==> src/rtl/dac_cmd_pkg.sv <==
// Package: shared types for the dual DAC command decoder.
// Holds the opcode and sub-code encodings and the per-command action
// record that the decoder hands to the channel and control registers.
package dac_cmd_pkg;

    localparam int unsigned NCH   = 2;   // channel count, fixed by the encoding
    localparam int unsigned OP_W  = 3;   // opcode field width
    localparam int unsigned SUB_W = 3;   // sub-code selector width (mode bit separate)

    typedef enum logic [OP_W-1:0] {
        OP_SUB      = 3'b000,
        OP_LDA      = 3'b001,
        OP_LDA_UPD  = 3'b010,
        OP_LD_ALL   = 3'b011,
        OP_UPD_ALL  = 3'b100,
        OP_LDB      = 3'b101,
        OP_LDB_UPD  = 3'b110,
        OP_SD_ALL   = 3'b111
    } op_e;

    typedef enum logic [SUB_W-1:0] {
        SUB_NOP    = 3'b000,
        SUB_UPD_A  = 3'b001,
        SUB_GPO_LO = 3'b010,
        SUB_GPO_HI = 3'b011,
        SUB_MODE   = 3'b100,
        SUB_UPD_B  = 3'b101,
        SUB_SD_A   = 3'b110,
        SUB_SD_B   = 3'b111
    } sub_e;

    typedef struct packed {
        logic [NCH-1:0] ld_in;    // write command data into staging register
        logic [NCH-1:0] upd;      // update DAC register
        logic [NCH-1:0] sd_req;   // request shutdown
        logic           gpo_wr;
        logic           gpo_val;
        logic           mode_wr;
        logic           mode_val;
    } act_t;

endpackage

==> src/rtl/dac_cmd_decode.sv <==
// Module: dac_cmd_decode
// Turns one command word into a set of per-channel actions.
// Assumes the caller has already gated vld with the clear input; with vld
// low every action is inactive. Purely combinational.
module dac_cmd_decode
    import dac_cmd_pkg::*;
#(
    parameter int unsigned CODE_W = 13
) (
    input  logic                     vld,
    input  logic [CODE_W+OP_W-1:0]   word,
    output act_t                     act
);

    localparam int unsigned WORD_W = CODE_W + OP_W;
    localparam int unsigned SUB_HI = CODE_W - 1;
    localparam int unsigned MODE_B = CODE_W - 1 - SUB_W;

    op_e  op;
    sub_e sub;

    // Field extraction.
    always_comb begin
        op  = op_e'(word[WORD_W-1 -: OP_W]);
        sub = sub_e'(word[SUB_HI -: SUB_W]);
    end

    // Opcode and sub-code decode into the action record.
    always_comb begin
        act = '0;
        if (vld) begin
            case (op)
                OP_LDA:     act.ld_in[0] = 1'b1;
                OP_LDB:     act.ld_in[1] = 1'b1;
                OP_LDA_UPD: begin act.ld_in[0] = 1'b1; act.upd = '1; end
                OP_LDB_UPD: begin act.ld_in[1] = 1'b1; act.upd = '1; end
                OP_LD_ALL:  begin act.ld_in = '1;      act.upd = '1; end
                OP_UPD_ALL: act.upd    = '1;
                OP_SD_ALL:  act.sd_req = '1;
                OP_SUB: begin
                    case (sub)
                        SUB_NOP:    ;
                        SUB_UPD_A:  act.upd[0]    = 1'b1;
                        SUB_UPD_B:  act.upd[1]    = 1'b1;
                        SUB_GPO_LO: begin act.gpo_wr = 1'b1; act.gpo_val = 1'b0; end
                        SUB_GPO_HI: begin act.gpo_wr = 1'b1; act.gpo_val = 1'b1; end
                        SUB_MODE:   begin act.mode_wr = 1'b1; act.mode_val = word[MODE_B]; end
                        SUB_SD_A:   act.sd_req[0] = 1'b1;
                        SUB_SD_B:   act.sd_req[1] = 1'b1;
                        default:    ;
                    endcase
                end
                default: ;
            endcase
        end
    end

    // Guard: a shutdown request and a DAC update never share one command.
    always_comb begin
        a_r5_sd_upd_exclusive: assert (!((|act.sd_req) && (|act.upd)));
    end

    // Guard: extended sub-commands never write a staging register.
    always_comb begin
        if (vld && op == OP_SUB) begin
            a_r6_sub_no_load: assert (act.ld_in == '0);
        end
    end

endmodule

==> src/rtl/dac_chan_regs.sv <==
// Module: dac_chan_regs
// One double-buffered channel: staging register, DAC register and the
// shutdown flag. Assumes clr and the action inputs never arrive together
// (the top discards commands during clear). The reported shutdown flag is
// masked by pd_allow so that a lockout wakes the channel without a clock edge.
module dac_chan_regs #(
    parameter int unsigned CODE_W = 13
) (
    input  logic              clk,
    input  logic              rst_n,
    input  logic              clr,
    input  logic              pd_allow,
    input  logic              ld_in,
    input  logic              upd,
    input  logic              sd_req,
    input  logic [CODE_W-1:0] data,
    output logic [CODE_W-1:0] dac_q,
    output logic              sd_o
);

    logic [CODE_W-1:0] in_q;
    logic [CODE_W-1:0] dac_src;
    logic              sd_q;

    // Staging register: cleared by reset or clear, written by load commands.
    always_ff @(posedge clk) begin
        if (!rst_n)     in_q <= '0;
        else if (clr)   in_q <= '0;
        else if (ld_in) in_q <= data;
    end

    // Source of a DAC update: fresh data when staging is written in the same command.
    always_comb begin
        dac_src = ld_in ? data : in_q;
    end

    // DAC register: cleared by reset or clear, loaded on update.
    always_ff @(posedge clk) begin
        if (!rst_n)   dac_q <= '0;
        else if (clr) dac_q <= '0;
        else if (upd) dac_q <= dac_src;
    end

    // Shutdown state: dropped by lockout or by an update, set by a permitted request.
    always_ff @(posedge clk) begin
        if (!rst_n)         sd_q <= 1'b0;
        else if (!pd_allow) sd_q <= 1'b0;
        else if (upd)       sd_q <= 1'b0;
        else if (sd_req)    sd_q <= 1'b1;
    end

    // Reported flag: lockout low forces wake at once.
    always_comb begin
        sd_o = sd_q & pd_allow;
    end

    // clear empties both registers.
    a_r11_clr_zero: assert property (@(posedge clk) disable iff (!rst_n)
        clr |=> (dac_q == '0 && in_q == '0));

    // any DAC update leaves the channel awake.
    a_r9_upd_wakes: assert property (@(posedge clk) disable iff (!rst_n)
        upd |=> !sd_q);

    // staging contents persist unless loaded or cleared.
    a_r9_stage_keep: assert property (@(posedge clk) disable iff (!rst_n)
        (!ld_in && !clr) |=> $stable(in_q));

    // DAC code holds without an update or clear.
    a_r12_dac_hold: assert property (@(posedge clk) disable iff (!rst_n)
        (!upd && !clr) |=> $stable(dac_q));

    // no shutdown survives a cycle with lockout low.
    a_r10_locked_awake: assert property (@(posedge clk) disable iff (!rst_n)
        !pd_allow |=> !sd_q);

endmodule

==> src/rtl/dac_ctrl_bits.sv <==
// Module: dac_ctrl_bits
// Holds the general-purpose logic output and the serial-output mode bit.
// Only power-on reset restores them; clear does not reach this module.
module dac_ctrl_bits (
    input  logic clk,
    input  logic rst_n,
    input  logic gpo_wr,
    input  logic gpo_val,
    input  logic mode_wr,
    input  logic mode_val,
    output logic gpo,
    output logic dout_mode
);

    // Logic output register, low after reset.
    always_ff @(posedge clk) begin
        if (!rst_n)      gpo <= 1'b0;
        else if (gpo_wr) gpo <= gpo_val;
    end

    // Serial-output mode register, mode 0 after reset.
    always_ff @(posedge clk) begin
        if (!rst_n)       dout_mode <= 1'b0;
        else if (mode_wr) dout_mode <= mode_val;
    end

endmodule

==> src/rtl/dual_dac_ctrl.sv <==
// Module: dual_dac_ctrl (top)
// Decodes committed command words and keeps the state of two
// double-buffered DAC channels plus two control bits. Assumes cmd_word is
// stable while cmd_vld is high; a clear discards any same-cycle command.
module dual_dac_ctrl #(
    parameter int unsigned CODE_W = 13
) (
    input  logic              clk,
    input  logic              rst_n,
    input  logic              clr_n,
    input  logic              pd_allow,
    input  logic              cmd_vld,
    input  logic [CODE_W+2:0] cmd_word,
    output logic [CODE_W-1:0] dac_a,
    output logic [CODE_W-1:0] dac_b,
    output logic              sd_a,
    output logic              sd_b,
    output logic              gpo,
    output logic              dout_mode
);
    import dac_cmd_pkg::*;

    logic                  clr;
    logic                  vld_eff;
    act_t                  act;
    logic [CODE_W-1:0]     dac_q [NCH];
    logic [NCH-1:0]        sd_v;

    // Clear takes priority: it suppresses the strobe.
    always_comb begin
        clr     = ~clr_n;
        vld_eff = cmd_vld & clr_n;
    end

    dac_cmd_decode #(.CODE_W(CODE_W)) u_dec (
        .vld  (vld_eff),
        .word (cmd_word),
        .act  (act)
    );

    for (genvar ch = 0; ch < NCH; ch++) begin : g_ch
        dac_chan_regs #(.CODE_W(CODE_W)) u_ch (
            .clk      (clk),
            .rst_n    (rst_n),
            .clr      (clr),
            .pd_allow (pd_allow),
            .ld_in    (act.ld_in[ch]),
            .upd      (act.upd[ch]),
            .sd_req   (act.sd_req[ch]),
            .data     (cmd_word[CODE_W-1:0]),
            .dac_q    (dac_q[ch]),
            .sd_o     (sd_v[ch])
        );
    end

    dac_ctrl_bits u_bits (
        .clk       (clk),
        .rst_n     (rst_n),
        .gpo_wr    (act.gpo_wr),
        .gpo_val   (act.gpo_val),
        .mode_wr   (act.mode_wr),
        .mode_val  (act.mode_val),
        .gpo       (gpo),
        .dout_mode (dout_mode)
    );

    // Output mapping: index 0 is channel A.
    always_comb begin
        dac_a = dac_q[0];
        dac_b = dac_q[1];
        sd_a  = sd_v[0];
        sd_b  = sd_v[1];
    end

    // logic output moves only on an accepted command.
    a_r7_gpo_hold: assert property (@(posedge clk) disable iff (!rst_n)
        (!cmd_vld || !clr_n) |=> $stable(gpo));

    // clear leaves the control bits alone.
    a_r11_clr_keeps_bits: assert property (@(posedge clk) disable iff (!rst_n)
        !clr_n |=> ($stable(gpo) && $stable(dout_mode)));

    // clear does not wake a channel that stays locked-in.
    a_r11_clr_keeps_sd: assert property (@(posedge clk) disable iff (!rst_n)
        (!clr_n && pd_allow && sd_a) |=> (sd_a || !pd_allow));

    // codes hold with no strobe and no clear.
    a_r12_codes_idle: assert property (@(posedge clk) disable iff (!rst_n)
        (!cmd_vld && clr_n) |=> ($stable(dac_a) && $stable(dac_b)));

endmodule

==> config.mk <==
export PLATFORM = sky130hd
export DESIGN_NAME = dual_dac_ctrl
export DESIGN_NICKNAME = d
export VERILOG_FILES = /design/src/rtl/dac_cmd_pkg.sv /design/src/rtl/dac_cmd_decode.sv /design/src/rtl/dac_chan_regs.sv /design/src/rtl/dac_ctrl_bits.sv /design/src/rtl/dual_dac_ctrl.sv
export SDC_FILE = /design/constraint.sdc
export NUM_CORES = 1
export LEC_CHECK = 0
export BUFFER_PORTS_ARGS = -buffer_cell sky130_fd_sc_hd__buf_2
export CAP_MARGIN = 20
export CORE_MARGIN = 8
export CORE_UTILIZATION = 58
export CTS_CLUSTER_DIAMETER = 150
export DETAILED_ROUTE_END_ITERATION = 12
export GPL_TIMING_DRIVEN = 0
export PLACE_DENSITY_LB_ADDON = 0.2
export SLEW_MARGIN = 20
export SYNTH_ARGS = -nofsm -noshare
export SYNTH_HDL_FRONTEND = slang
export SYNTH_SLANG_ARGS = --single-unit
export TNS_END_PERCENT = 5
==> constraint.sdc <==
create_clock -name clk -period 4.3 [get_ports clk]
set_input_delay 0.645 -clock clk [delete_from_list [all_inputs] [get_ports clk]]
set_output_delay 0.645 -clock clk [all_outputs]
set_load 0.05 [all_outputs]
==> run_results.csv <==
group,metric,value,unit
place,routabilityCongestion,0.883,
place,dp_hpwl,4.72,mm
pwr,clock_power_share,28.4,%
route,avgViaCountPerCell,6.19,
setup_path,slowest_delay,0.52,ns
pwr,p_per_area,330,nW/um2
setup_path,r2r_setup_slack,3.07,ns
clocking,clk_pin_slew,0.09,ns
setup_path,path_max_fanout,10,
setup_path,path_cells,"buf_2, inv_1, mux2i_1, a21oi_1, clkbuf_1, o21ai_0, a21oi_1",
sta,drv_slew,0,
pwr,seqPwrFrac,55.5,%
sta,finalHoldViolCount,0,
setup_path,reg2reg_from,"g_ch[1].u_ch.in_q[3]$_SDFF_PN0_",
setup_path,r2r_end,"g_ch[1].u_ch.dac_q[3]$_SDFFE_PN0P_",
yosys,syn_nets,307,
yosys,syn_area,2540,um2
yosys,syn_inst,286,
clocking,clockRootBuffer,"clkbuf_8",
clocking,clk_latency,0.30,ns
finish,diodes,0,
global_routing,grt_max_degree,17,
place,pre_cts_slack,1.92,ns
global_routing,grt_usage,19.9,%
yosys,postSynthAreaPerCell,8.89,um2
sta,fin_worst_skew,0.00532,ns
route,drcViolationCount,0,
pwr,power.share.switching,28.6,%
sta,fin_setup_tns,0,ns
pwr,vdd_ir_drop_max,0.211,mV
finish,area_growth,14.8,%
route,drtPass1Iterations,4,
floorplanning,core_area,4290,um2
worst_hold_path,hold_class,"register to register",
setup_path,worst_ep_required_time,4.54,ns
worst_hold_path,whs_path_depth,2,
flow_run,maxCapViolCount,0,
clocking,htreeDepth,2,
yosys,ys_seq_elements,56,
yosys,yosys-top-cells-area,"dfxtp_1 44%, mux2i_1 6.3%, nor2_1 6.1%",
worst_hold_path,min_from,"g_ch[0].u_ch.in_q[6]$_SDFF_PN0_",
route,final_antenna_net_count,0,
sta,worst-slew-pin-transition,0.635,ns
setup_path,critPathBufInv,3,
pwr,p_total,0.000962,W
clocking,cts_sinks,56,
sta,rsz0062_at_grt,"no",
clocking,clock_path_buffers,2,
setup_path,crit_path_end_kind,"register",
setup_path,path_class,"input pin to register",
sta,setup_violations,0,
pwr,p_switching,0.000275,W
floorplanning,die_h,82.2,um
finish,drive_above_1_share,21.2,%
finish,fin_nets,360,
route,drtIter0Drc,243,
yosys,yosysWarnings,0,
route,vias,2421,
floorplanning,die-area,6760,um2
yosys,ys_seq_area_share,44.1,%
setup_path,critPathLaunchType,"input pin",
setup_path,cp_top_family,"compound AO/OA/AOI/OAI gates",
global_routing,grt.overflow.total,0,
yosys,synth_largest_area_cell,"dfxtp_1",
place,dp_cells,384,
finish,final_cells,391,
route,wire_per_inst,17.3,um
worst_hold_path,holdPathEnd,"g_ch[0].u_ch.in_q[6]$_SDFF_PN0_",
floorplanning,start_util,59.2,%
place,dpl_cell_area,2840,um2
clocking,cts_tree,"built",
sta,min_period_over_period,50.2,%
global_routing,grt_pass1_vias,2197,
pwr,cellLeakagePower,1.11,nW
floorplanning,row_count,24,
setup_path,reg2regPathDepth,5,
clocking,cts_hold_buf,0,
floorplanning,dieWidth,82.2,um
setup_path,cp.arrival,2.39,ns
clocking,numCtsBuffers,5,
place,numPortBuffers,46,
setup_path,path_common_cell,"a21oi_1",
yosys,yosys.area.top_type_share,44.1,%
sta,relSlewSlack,57.7,%
global_routing,antenna_found_initial,0,
clocking,post_cts_resized,0,
clocking,cts_setup_buffers,0,
route,postRouteWirelength,6.76,mm
sta,fin_crit,2.16,ns
pwr,pwr-share-comb,16.1,%
setup_path,crit_slowest_cell,"a21oi_1",
pwr,internal-power,0.000687,W
global_routing,grt_pass1_wl,10.6,mm
sta,timing.fmax,463,MHz
run_status,status,"finished clean",
setup_path,cp-startpoint,"cmd_word[13]",
yosys,synth.distinct_cells,30,
sta,fin_ws,2.14,ns
floorplanning,pin_count,51,
finish,final_area,2920,um2
-- routing by layer --
metal	vias up	global-route usage (%)	routed length [um]	share of wire (%)
met3	18	5.63	558	8.3
li1	1146	-	-	-
met5	-	0	0	0
met4	0	8.60	156	2.3
met2	113	32.1	3220	48
met1	1144	24.1	2820	42
-- worst reg2reg max path: cells and delay by family (launching register included) --
kind	cells	cell delay [ns]
AO/OA/AOI/OAI	4	0.64
flip-flops	1	0.32
AND/OR/NAND/NOR	1	0.14
-- layout make-up --
class / count / area, um2
Timing Repair Buffer: 46 / 230
Clock inverter: 2 / 12.5
Sequential cell: 56 / 1120
Inverter: 2 / 7.51
Multi-Input combinational cell: 201 / 1270
Clock buffer: 5 / 68.8
Buffer: 27 / 144
Tap cell: 52 / 65.1
Fill cell: 374 / 1380
-- per-stage QoR --
| stage | hold WS, ns | utilization (%) |
|---|---|---|
| 2_1_floorplan | 0.456 | - |
| 3_3_place_gp | 0.470 | 66.1 |
| 3_5_place_dp | 0.482 | 66.1 |
| 4_1_cts | 0.501 | 67.9 |
| 5_1_grt | 0.521 | 67.9 |
| 6_report | 0.498 | 67.9 |
-- placed cells by master (no fill, tap or decap), types with 2 or more instances in the layout --
cell      count
dfxtp_1      56
buf_2        50
nor2_1       41
a21oi_1      28
o21ai_0      26
mux2i_1      16
clkbuf_1     16
nand2b_1     14
nor3_1       14
o31ai_1      13
o32a_1       13
a211oi_1      9
a211oi_2      6
clkbuf_8      5
and2_1        4
buf_6         4
nand2_1       3
buf_4         2
inv_1         2
nor2b_1       2
nand4_1       2
a41oi_1       2
-- Yosys cell counts, drive strengths merged --
cell and count:
nand4 2, o32a 13, a211oi 15, and2 4, nor3 15, o31ai 13, or4b 1, nand4b 1
mux2i 16, buf 11, nand2b 14, inv 2, a41oi 2, a21oi 29, nand3b 1, clkbuf 16
o21ai 26, nor4 1, nor2b 2, nor2 41, nand3 1, nand2 3, and4b 1, dfxtp 56
-- power groups by stage --
stage                     Sequential (W)  Clock [W]  Combinational, W
final                           0.000533   0.000273          0.000155
after global routing            0.000535   0.000300          0.000165
after CTS                       0.000533   0.000280          0.000153
after detailed placement        0.000545          0          0.000152
after global placement          0.000545          0          0.000149
after floorplan                 0.000566          0         0.0000849
-- cells by family (layout without fill, tap and decap cells) --
kind of cell / Yosys count / in the layout / synth area share (%)
flip-flops: 56 / 56 / 44.1
buffers and inverters: 29 / 82 / 5.96
AND/OR/NAND/NOR: 87 / 87 / 17.1
multiplexers: 16 / 16 / 6.30
AO/OA/AOI/OAI: 98 / 98 / 26.5
-- sequential cells by signal, summed over array words and instances (netlist names) --
name              cells
g_ch.u_ch.in_q       26
g_ch.u_ch.dac_q      26
g_ch.u_ch.sd_q        2
u_bits.gpo            1
u_bits.dout_mode      1
-- worst max path at each step --
stage	end	cells past startpoint
floorplan	g_ch[0].u_ch.dac_q[0]$_SDFFE_PN0P_	6
global placement	g_ch[1].u_ch.dac_q[7]$_SDFFE_PN0P_	7
detailed placement	g_ch[1].u_ch.dac_q[6]$_SDFFE_PN0P_	7
CTS	g_ch[1].u_ch.dac_q[5]$_SDFFE_PN0P_	7
global route	g_ch[1].u_ch.dac_q[8]$_SDFFE_PN0P_	7
finish	g_ch[1].u_ch.dac_q[7]$_SDFFE_PN0P_	7
(Power assumes the default switching activity.)
